==> src/rtl/xlat_pkg.sv <==
`timescale 1ns/1ps
package xlat_pkg;
  // How the refill way was chosen
  typedef enum logic [1:0] {
    PICK_MATCH  = 2'd0,
    PICK_FREE   = 2'd1,
    PICK_ROTATE = 2'd2
  } pick_e;
endpackage

==> src/rtl/xlat_lookup.sv <==
`timescale 1ns/1ps
module xlat_lookup #(
  parameter int WAYS  = 4,
  parameter int TAG_W = 6
) (
  input  logic [WAYS-1:0][TAG_W-1:0] tags_i,
  input  logic [WAYS-1:0]            vld_i,
  input  logic [TAG_W-1:0]           tag_i,
  output logic [WAYS-1:0]            match_o
);
  for (genvar w = 0; w < WAYS; w++) begin : g_cmp
    assign match_o[w] = vld_i[w] && (tags_i[w] == tag_i);
  end
endmodule

==> src/rtl/xlat_victim.sv <==
`timescale 1ns/1ps
module xlat_victim
  import xlat_pkg::*;
#(
  parameter int WAYS = 4,
  localparam int WAY_W = $clog2(WAYS)
) (
  input  logic [WAYS-1:0]  vld_i,
  input  logic [WAYS-1:0]  match_i,
  input  logic [WAY_W-1:0] ptr_i,
  output logic [WAY_W-1:0] way_o,
  output pick_e            pick_o
);
  logic [WAY_W-1:0] match_way, free_way;
  logic             any_match, any_free;

  always_comb begin
    match_way = '0;
    any_match = 1'b0;
    for (int i = 0; i < WAYS; i++) begin
      if (!any_match && match_i[i]) begin
        match_way = WAY_W'(i);
        any_match = 1'b1;
      end
    end
  end

  always_comb begin
    free_way = '0;
    any_free = 1'b0;
    for (int i = 0; i < WAYS; i++) begin
      if (!any_free && !vld_i[i]) begin
        free_way = WAY_W'(i);
        any_free = 1'b1;
      end
    end
  end

  always_comb begin
    if (any_match) begin
      way_o  = match_way;
      pick_o = PICK_MATCH;
    end else if (any_free) begin
      way_o  = free_way;
      pick_o = PICK_FREE;
    end else begin
      way_o  = ptr_i;
      pick_o = PICK_ROTATE;
    end
  end
endmodule

==> src/rtl/xlat_set.sv <==
`timescale 1ns/1ps
module xlat_set #(
  parameter int WAYS  = 4,
  parameter int TAG_W = 6,
  parameter int PPN_W = 6,
  localparam int WAY_W = $clog2(WAYS)
) (
  input  logic                        clk,
  input  logic                        rst_n,
  input  logic                        flush_i,
  input  logic                        wr_en_i,
  input  logic                        adv_i,
  input  logic [WAY_W-1:0]            wr_way_i,
  input  logic [TAG_W-1:0]            wr_tag_i,
  input  logic [PPN_W-1:0]            wr_ppn_i,
  input  logic                        wr_vld_i,
  output logic [WAYS-1:0][TAG_W-1:0]  tags_o,
  output logic [WAYS-1:0][PPN_W-1:0]  ppns_o,
  output logic [WAYS-1:0]             vld_o,
  output logic [WAY_W-1:0]            ptr_o
);
  logic [WAYS-1:0]  vld_d, vld_q;
  logic [WAY_W-1:0] ptr_d, ptr_q;

  // next state
  always_comb begin
    vld_d = vld_q;
    if (flush_i) begin
      vld_d = '0;
    end else if (wr_en_i) begin
      vld_d[wr_way_i] = wr_vld_i;
    end
  end

  always_comb begin
    ptr_d = ptr_q;
    if (adv_i) begin
      ptr_d = (ptr_q == WAY_W'(WAYS-1)) ? '0 : ptr_q + 1'b1;
    end
  end

  // state registers
  always_ff @(posedge clk or negedge rst_n) begin
    if (!rst_n) begin
      vld_q <= '0;
      ptr_q <= '0;
    end else begin
      vld_q <= vld_d;
      ptr_q <= ptr_d;
    end
  end

  // payload registers, enabled per way, no reset
  for (genvar w = 0; w < WAYS; w++) begin : g_way
    logic way_we;
    assign way_we = wr_en_i && (wr_way_i == WAY_W'(w));
    always_ff @(posedge clk) begin
      if (way_we) begin
        tags_o[w] <= wr_tag_i;
        ppns_o[w] <= wr_ppn_i;
      end
    end
  end

  assign vld_o = vld_q;
  assign ptr_o = ptr_q;
endmodule

==> src/rtl/xlat_buf.sv <==
`timescale 1ns/1ps
module xlat_buf
  import xlat_pkg::*;
#(
  parameter int VA_W  = 14,
  parameter int PA_W  = 12,
  parameter int OFF_W = 6,
  parameter int SETS  = 4,
  parameter int WAYS  = 4
) (
  input  logic                   clk,
  input  logic                   rst_n,
  input  logic                   flush_i,
  input  logic                   req_valid_i,
  input  logic [VA_W-1:0]        req_vaddr_i,
  input  logic                   fill_valid_i,
  input  logic [VA_W-OFF_W-1:0]  fill_vpn_i,
  input  logic [PA_W-OFF_W-1:0]  fill_ppn_i,
  input  logic                   fill_pte_valid_i,
  output logic                   rsp_valid_o,
  output logic                   rsp_hit_o,
  output logic [PA_W-1:0]        rsp_paddr_o,
  output logic                   miss_req_o,
  output logic [VA_W-OFF_W-1:0]  miss_vpn_o
);
  localparam int VPN_W = VA_W - OFF_W;
  localparam int PPN_W = PA_W - OFF_W;
  localparam int IDX_W = $clog2(SETS);
  localparam int TAG_W = VPN_W - IDX_W;
  localparam int WAY_W = $clog2(WAYS);

  // storage views
  logic [SETS-1:0][WAYS-1:0][TAG_W-1:0] set_tags;
  logic [SETS-1:0][WAYS-1:0][PPN_W-1:0] set_ppns;
  logic [SETS-1:0][WAYS-1:0]            set_vld;
  logic [SETS-1:0][WAY_W-1:0]           set_ptr;

  // request fields
  logic [OFF_W-1:0] lk_off;
  logic [VPN_W-1:0] lk_vpn;
  logic [IDX_W-1:0] lk_idx;
  logic [TAG_W-1:0] lk_tag;
  assign lk_off = req_vaddr_i[OFF_W-1:0];
  assign lk_vpn = req_vaddr_i[VA_W-1:OFF_W];
  assign lk_idx = lk_vpn[IDX_W-1:0];
  assign lk_tag = lk_vpn[VPN_W-1:IDX_W];

  // refill fields
  logic [IDX_W-1:0] fl_idx;
  logic [TAG_W-1:0] fl_tag;
  assign fl_idx = fill_vpn_i[IDX_W-1:0];
  assign fl_tag = fill_vpn_i[VPN_W-1:IDX_W];

  // refill way selection
  logic [WAYS-1:0]  fl_match;
  logic [WAY_W-1:0] fl_way;
  pick_e            fl_pick;
  logic             fill_go;

  assign fill_go = fill_valid_i && !flush_i;

  xlat_lookup #(.WAYS(WAYS), .TAG_W(TAG_W)) u_fill_cmp (
    .tags_i (set_tags[fl_idx]),
    .vld_i  (set_vld[fl_idx]),
    .tag_i  (fl_tag),
    .match_o(fl_match)
  );

  xlat_victim #(.WAYS(WAYS)) u_victim (
    .vld_i  (set_vld[fl_idx]),
    .match_i(fl_match),
    .ptr_i  (set_ptr[fl_idx]),
    .way_o  (fl_way),
    .pick_o (fl_pick)
  );

  for (genvar s = 0; s < SETS; s++) begin : g_set
    logic sel;
    assign sel = fill_go && (fl_idx == IDX_W'(s));
    xlat_set #(.WAYS(WAYS), .TAG_W(TAG_W), .PPN_W(PPN_W)) u_set (
      .clk     (clk),
      .rst_n   (rst_n),
      .flush_i (flush_i),
      .wr_en_i (sel),
      .adv_i   (sel && (fl_pick == PICK_ROTATE)),
      .wr_way_i(fl_way),
      .wr_tag_i(fl_tag),
      .wr_ppn_i(fill_ppn_i),
      .wr_vld_i(fill_pte_valid_i),
      .tags_o  (set_tags[s]),
      .ppns_o  (set_ppns[s]),
      .vld_o   (set_vld[s]),
      .ptr_o   (set_ptr[s])
    );
  end

  // lookup sees the set as it will be after this cycle's refill and flush
  logic [WAYS-1:0][TAG_W-1:0] eff_tags;
  logic [WAYS-1:0][PPN_W-1:0] eff_ppns;
  logic [WAYS-1:0]            eff_vld;

  always_comb begin
    eff_tags = set_tags[lk_idx];
    eff_ppns = set_ppns[lk_idx];
    eff_vld  = set_vld[lk_idx];
    if (fill_go && (fl_idx == lk_idx)) begin
      eff_tags[fl_way] = fl_tag;
      eff_ppns[fl_way] = fill_ppn_i;
      eff_vld[fl_way]  = fill_pte_valid_i;
    end
    if (flush_i) begin
      eff_vld = '0;
    end
  end

  logic [WAYS-1:0]  lk_match;
  logic             lk_hit;
  logic [PPN_W-1:0] lk_ppn;

  xlat_lookup #(.WAYS(WAYS), .TAG_W(TAG_W)) u_req_cmp (
    .tags_i (eff_tags),
    .vld_i  (eff_vld),
    .tag_i  (lk_tag),
    .match_o(lk_match)
  );

  assign lk_hit = |lk_match;

  always_comb begin
    lk_ppn = '0;
    for (int w = 0; w < WAYS; w++) begin
      if (lk_match[w]) begin
        lk_ppn = lk_ppn | eff_ppns[w];
      end
    end
  end

  // response registers
  logic             rv_d, rv_q;
  logic             hit_d, hit_q;
  logic [PA_W-1:0]  pa_d, pa_q;
  logic [VPN_W-1:0] vpn_d, vpn_q;

  always_comb begin
    rv_d  = req_valid_i;
    hit_d = req_valid_i && lk_hit;
    pa_d  = hit_d ? {lk_ppn, lk_off} : '0;
    vpn_d = req_valid_i ? lk_vpn : vpn_q;
  end

  always_ff @(posedge clk or negedge rst_n) begin
    if (!rst_n) begin
      rv_q  <= 1'b0;
      hit_q <= 1'b0;
      pa_q  <= '0;
      vpn_q <= '0;
    end else begin
      rv_q  <= rv_d;
      hit_q <= hit_d;
      pa_q  <= pa_d;
      vpn_q <= vpn_d;
    end
  end

  assign rsp_valid_o = rv_q;
  assign rsp_hit_o   = hit_q;
  assign rsp_paddr_o = pa_q;
  assign miss_req_o  = rv_q && !hit_q;
  assign miss_vpn_o  = vpn_q;
endmodule

==> config.mk <==
export PLATFORM = sky130hd
export DESIGN_NAME = xlat_buf
export DESIGN_NICKNAME = d
export VERILOG_FILES = /design/src/rtl/xlat_pkg.sv /design/src/rtl/xlat_lookup.sv /design/src/rtl/xlat_victim.sv /design/src/rtl/xlat_set.sv /design/src/rtl/xlat_buf.sv
export SDC_FILE = /design/constraint.sdc
export NUM_CORES = 1
export LEC_CHECK = 0
export ABC_AREA = 1
export BUFFER_PORTS_ARGS = -buffer_cell sky130_fd_sc_hd__buf_4
export CAP_MARGIN = 20
export CORE_ASPECT_RATIO = 0.75
export CORE_MARGIN = 2
export CORE_UTILIZATION = 35
export CTS_BUF_LIST = sky130_fd_sc_hd__clkbuf_16
export CTS_CLUSTER_DIAMETER = 120
export DETAILED_ROUTE_END_ITERATION = 8
export GPL_TIMING_DRIVEN = 0
export SETUP_SLACK_MARGIN = 0.1
export SYNTH_ARGS = -nofsm -noshare
export SYNTH_HDL_FRONTEND = slang
export SYNTH_SLANG_ARGS = --single-unit
==> constraint.sdc <==
create_clock -name clk -period 3.03 [get_ports clk]
set_input_delay 0.606 -clock clk [delete_from_list [all_inputs] [get_ports clk]]
set_output_delay 0.606 -clock clk [all_outputs]
set_load 0.02 [all_outputs]
==> metrics.txt <==
Multi-input gate area=roughly 0.0054 mm²; slowest stage cell, crit path=o21ai_0; H-tree lvl count=1; crit path launch=req_vaddr_i[6]; Slew HR=42.6%; fraction of registers with async set/reset=around 19%; # port buffers=52; antenna-violating nets left=0; internal power=roughly 5.7 mW; Critical R2R Launch=g_set[3].u_set.vld_o[0]; RSZ-0062 raised after global routing=true; FF-to-FF End=rsp_paddr_o[9]; share of cells above drive strength 1=a little under a quarter; Post-route DRC=0; fill count=3,409; static leakage=between 6 and 7 nW; critical path peak fanout=10; nets@finish=1,642; Slew @ Worst Pin=0.862 ns; yosys warns=0; sequential cell area=0.00692 mm²; post-synth top area cell=edfxtp_1; Num CTS Buffers=27; initial antenna violation count=0; Yosys cell types=37; Synth top cells by count=523 x nand2_1, 192 x edfxtp_1, 129 x nor2_1, 104 x nand3_1, 90 x inv_1; dpl cells=around 2,000; post-route cell area=0.0160 mm²; Die H=approximately 170 µm; syn_nets=~1,500; CP Capture Type=flop; final WL=47.4 mm; vias in the first global route=10,500; final setup fails=7; width of the die=223 µm; Syn Area/Cell=8.61 µm²; Final Cycle Share=102%; Fmax=325 MHz; GRT overflow=0; CTS tree=built; Final Hold Viols=0; Clk pin slew, worst setup/hold paths=0.06 ns; CTS Hold Bufs=0; Initial Utilization=35.3%; outcome=complete, but fails checks; FF-to-FF path depth=21; critical-path cell list=clkbuf_1 -> inv_1 -> clkbuf_1 -> nor2_1 -> a21oi_1 -> o21ai_0 -> nand2_1 -> nand2_1 -> nand2_1 -> nand2_1 -> nand3_1 -> nor2_4 -> buf_12 -> nand2_1 -> nand2_1 -> nor2_1 -> nor2_1; Placement Cell Area=between 0.01 and 0.015 mm²; routed vias/inst=5.52; Ports=57; Total Power=7.80 mW; Synth Cell Area=0.0126 mm²; die area=0.0375 mm²; Layout area overhead=26.9%; Ant. Diodes=0; Critical Path RT=roughly 3.5 ns; worst setup margin=-0.0477 ns; CP Launch Type=input port; Clock power frac=around two fifths; Post-Synthesis Cells=1,462; WHS=~0.07 ns; register bit count reported by yosys=238; Clk Latency, worst-skew pair=0.58 ns; Clock Skew=0.0223 ns; worst-case clock buffer depth=3; first-pass GRT wire length=roughly 69 mm; register area share after synthesis=55.0%; kind of critical path=input port to flop; TritonRoute pass-1 iters=7; drt first-iter violations=1,484; Layout Cells excl Fill=2,089; worst min path class=input port to async pin; reg-to-reg slack, setup=approximately 0.030 ns; Core Box Area=0.0357 mm²; Seq pwr share=45.9%; Max Cap Viol=0; routed vias=11,500; Crit path buffers/inverters=4; Net Switching=2.10 mW; Synth area leaders=edfxtp_1 46%, nand2_1 16%, dfrtp_1 9.1%, nand3_1 4.1%, nor2_1 3.8%; GRT Util Overall=24.9%; Arr. time, crit path=roughly 3.6 ns; RePlAce Congestion=1.03; delay-heaviest family, CP=simple AND/OR/NAND/NOR gates; min Tclk post-route=3.08 ns; Slew Viols, Final=0; Post-synth top flop=edfxtp_1; Cell Pwr Density=between 400 and 500 mW/mm²; combinational power share=13.5%; Clock Tree Root=clkbuf_16; CTS sink cnt=238; Yosys top cell area share=45.8%; failing checks=negative setup slack; row cnt=60; largest net degree at the start of global routing=47; Sw Ratio=26.9%; DR WL/cell=22.7 µm; DP Wirelength=33.1 mm; count leader, synth=nand2_1; EDFF count, synth=192; VDD IR max=0.441 mV; CP peak stage delay=0.60 ns; cell mode on critical path=nand2_1
[worst reg2reg max path: cells and delay by family, from the launching register on]
kind,cells,cell delay [ns]
AO/OA/AOI/OAI,1,0.08
flip-flops,1,0.39
buffers and inverters,2,0.26
AND/OR/NAND/NOR,18,2.19
[cell families (layout without fill, tap and decap cells)]
logic type	after synthesis	in the layout	share of synthesized area (%)
AND/OR/NAND/NOR	836	837	28.3
adder cells (fa/ha/maj)	4	4	0.398
flip-flops	238	238	55.0
XOR/XNOR	1	1	0.0696
buffers and inverters	174	335	6.26
AO/OA/AOI/OAI	209	209	10.0
[routing by layer]
metal	share of wire, %	track usage [%]	wire length [µm]
met5	0	0	0
met4	3.3	7.56	1580
met3	14	6.86	6480
met2	39	34.0	18500
met1	44	37.9	20800
[placed cells by master, fill, tap and decap left out, types with 17 or more instances in the layout]
cell,synthesis,routed
nor2_2,17,18
clkbuf_16,0,29
o22ai_1,23,23
a32o_1,19,19
nand2_2,5,46
nand4_1,17,17
buf_4,12,81
nand2_1,523,473
edfxtp_1,192,192
nand3_1,104,88
inv_1,90,90
a21oi_1,44,44
clkbuf_1,36,22
buf_12,0,26
nor2_4,6,31
nor2_1,129,104
o21ai_0,89,81
dfrtp_1,46,46
or2_2,26,26
[cell type report]
class / count / share of cell area (%)
buffer: 73 / 3.60
clock buffer: 27 / 4.23
clock inverter: 22 / 1.15
inverter: 101 / 2.62
multi-input combinational: 1051 / 33.7
sequential: 238 / 43.3
tap: 465 / 3.64
timing repair buffer: 112 / 7.72
[registers in the layout (all words and copies together) (netlist names)]
name                cells
miss_vpn_o              8
g_set.u_set.tags_o     96
rsp_hit_o               1
g_set.u_set.ppns_o     96
g_set.u_set.vld_o      16
g_set.u_set.ptr_o       8
rsp_paddr_o            12
rsp_valid_o             1
[power groups by stage]
stage / Clock, mW / Combinational (mW) / Sequential [mW]
floorplan: 0 / 0.484 / 3.66
global placement: 0 / 0.871 / 3.65
detailed placement: 0 / 0.877 / 3.65
CTS: 3.22 / 0.971 / 3.58
global route: 3.35 / 1.12 / 3.58
finish: 3.17 / 1.05 / 3.58
[per-stage QoR]
step                TNS, ns  worst slack (ns)  util, %
finish               -0.238           -0.0477     44.8
global route          -1.14            -0.139     44.8
CTS                       0            0.0930     43.4
detailed placement  -229.48             -1.39     38.7
global placement    -319.74             -2.00     38.3
floorplan             -3.16           -0.0655        -
[timing repair]
item | CTS | global route
buffers inserted | 29 | 20
pin swaps | 31 | 78
gates resized for setup | 104 | 89
gates cloned | 3 | 1
endpoints found under the setup margin | 218 | 104
[worst max path at each step]
| stage | cells past startpoint | slack (ns) | endpoint |
|---|---|---|---|
| 2_1_floorplan | 16 | -0.07 | g_set[0].u_set.ppns_o[18] |
| 3_3_place_gp | 15 | -2.00 | g_set[1].u_set.tags_o[18] |
| 3_5_place_dp | 14 | -1.39 | g_set[3].u_set.tags_o[14] |
| 4_1_cts | 21 | 0.09 | rsp_paddr_o[9] |
| 5_1_grt | 25 | -0.14 | rsp_paddr_o[6] |
| 6_report | 17 | -0.05 | rsp_paddr_o[9] |
Power figures use the tool's default switching activity.
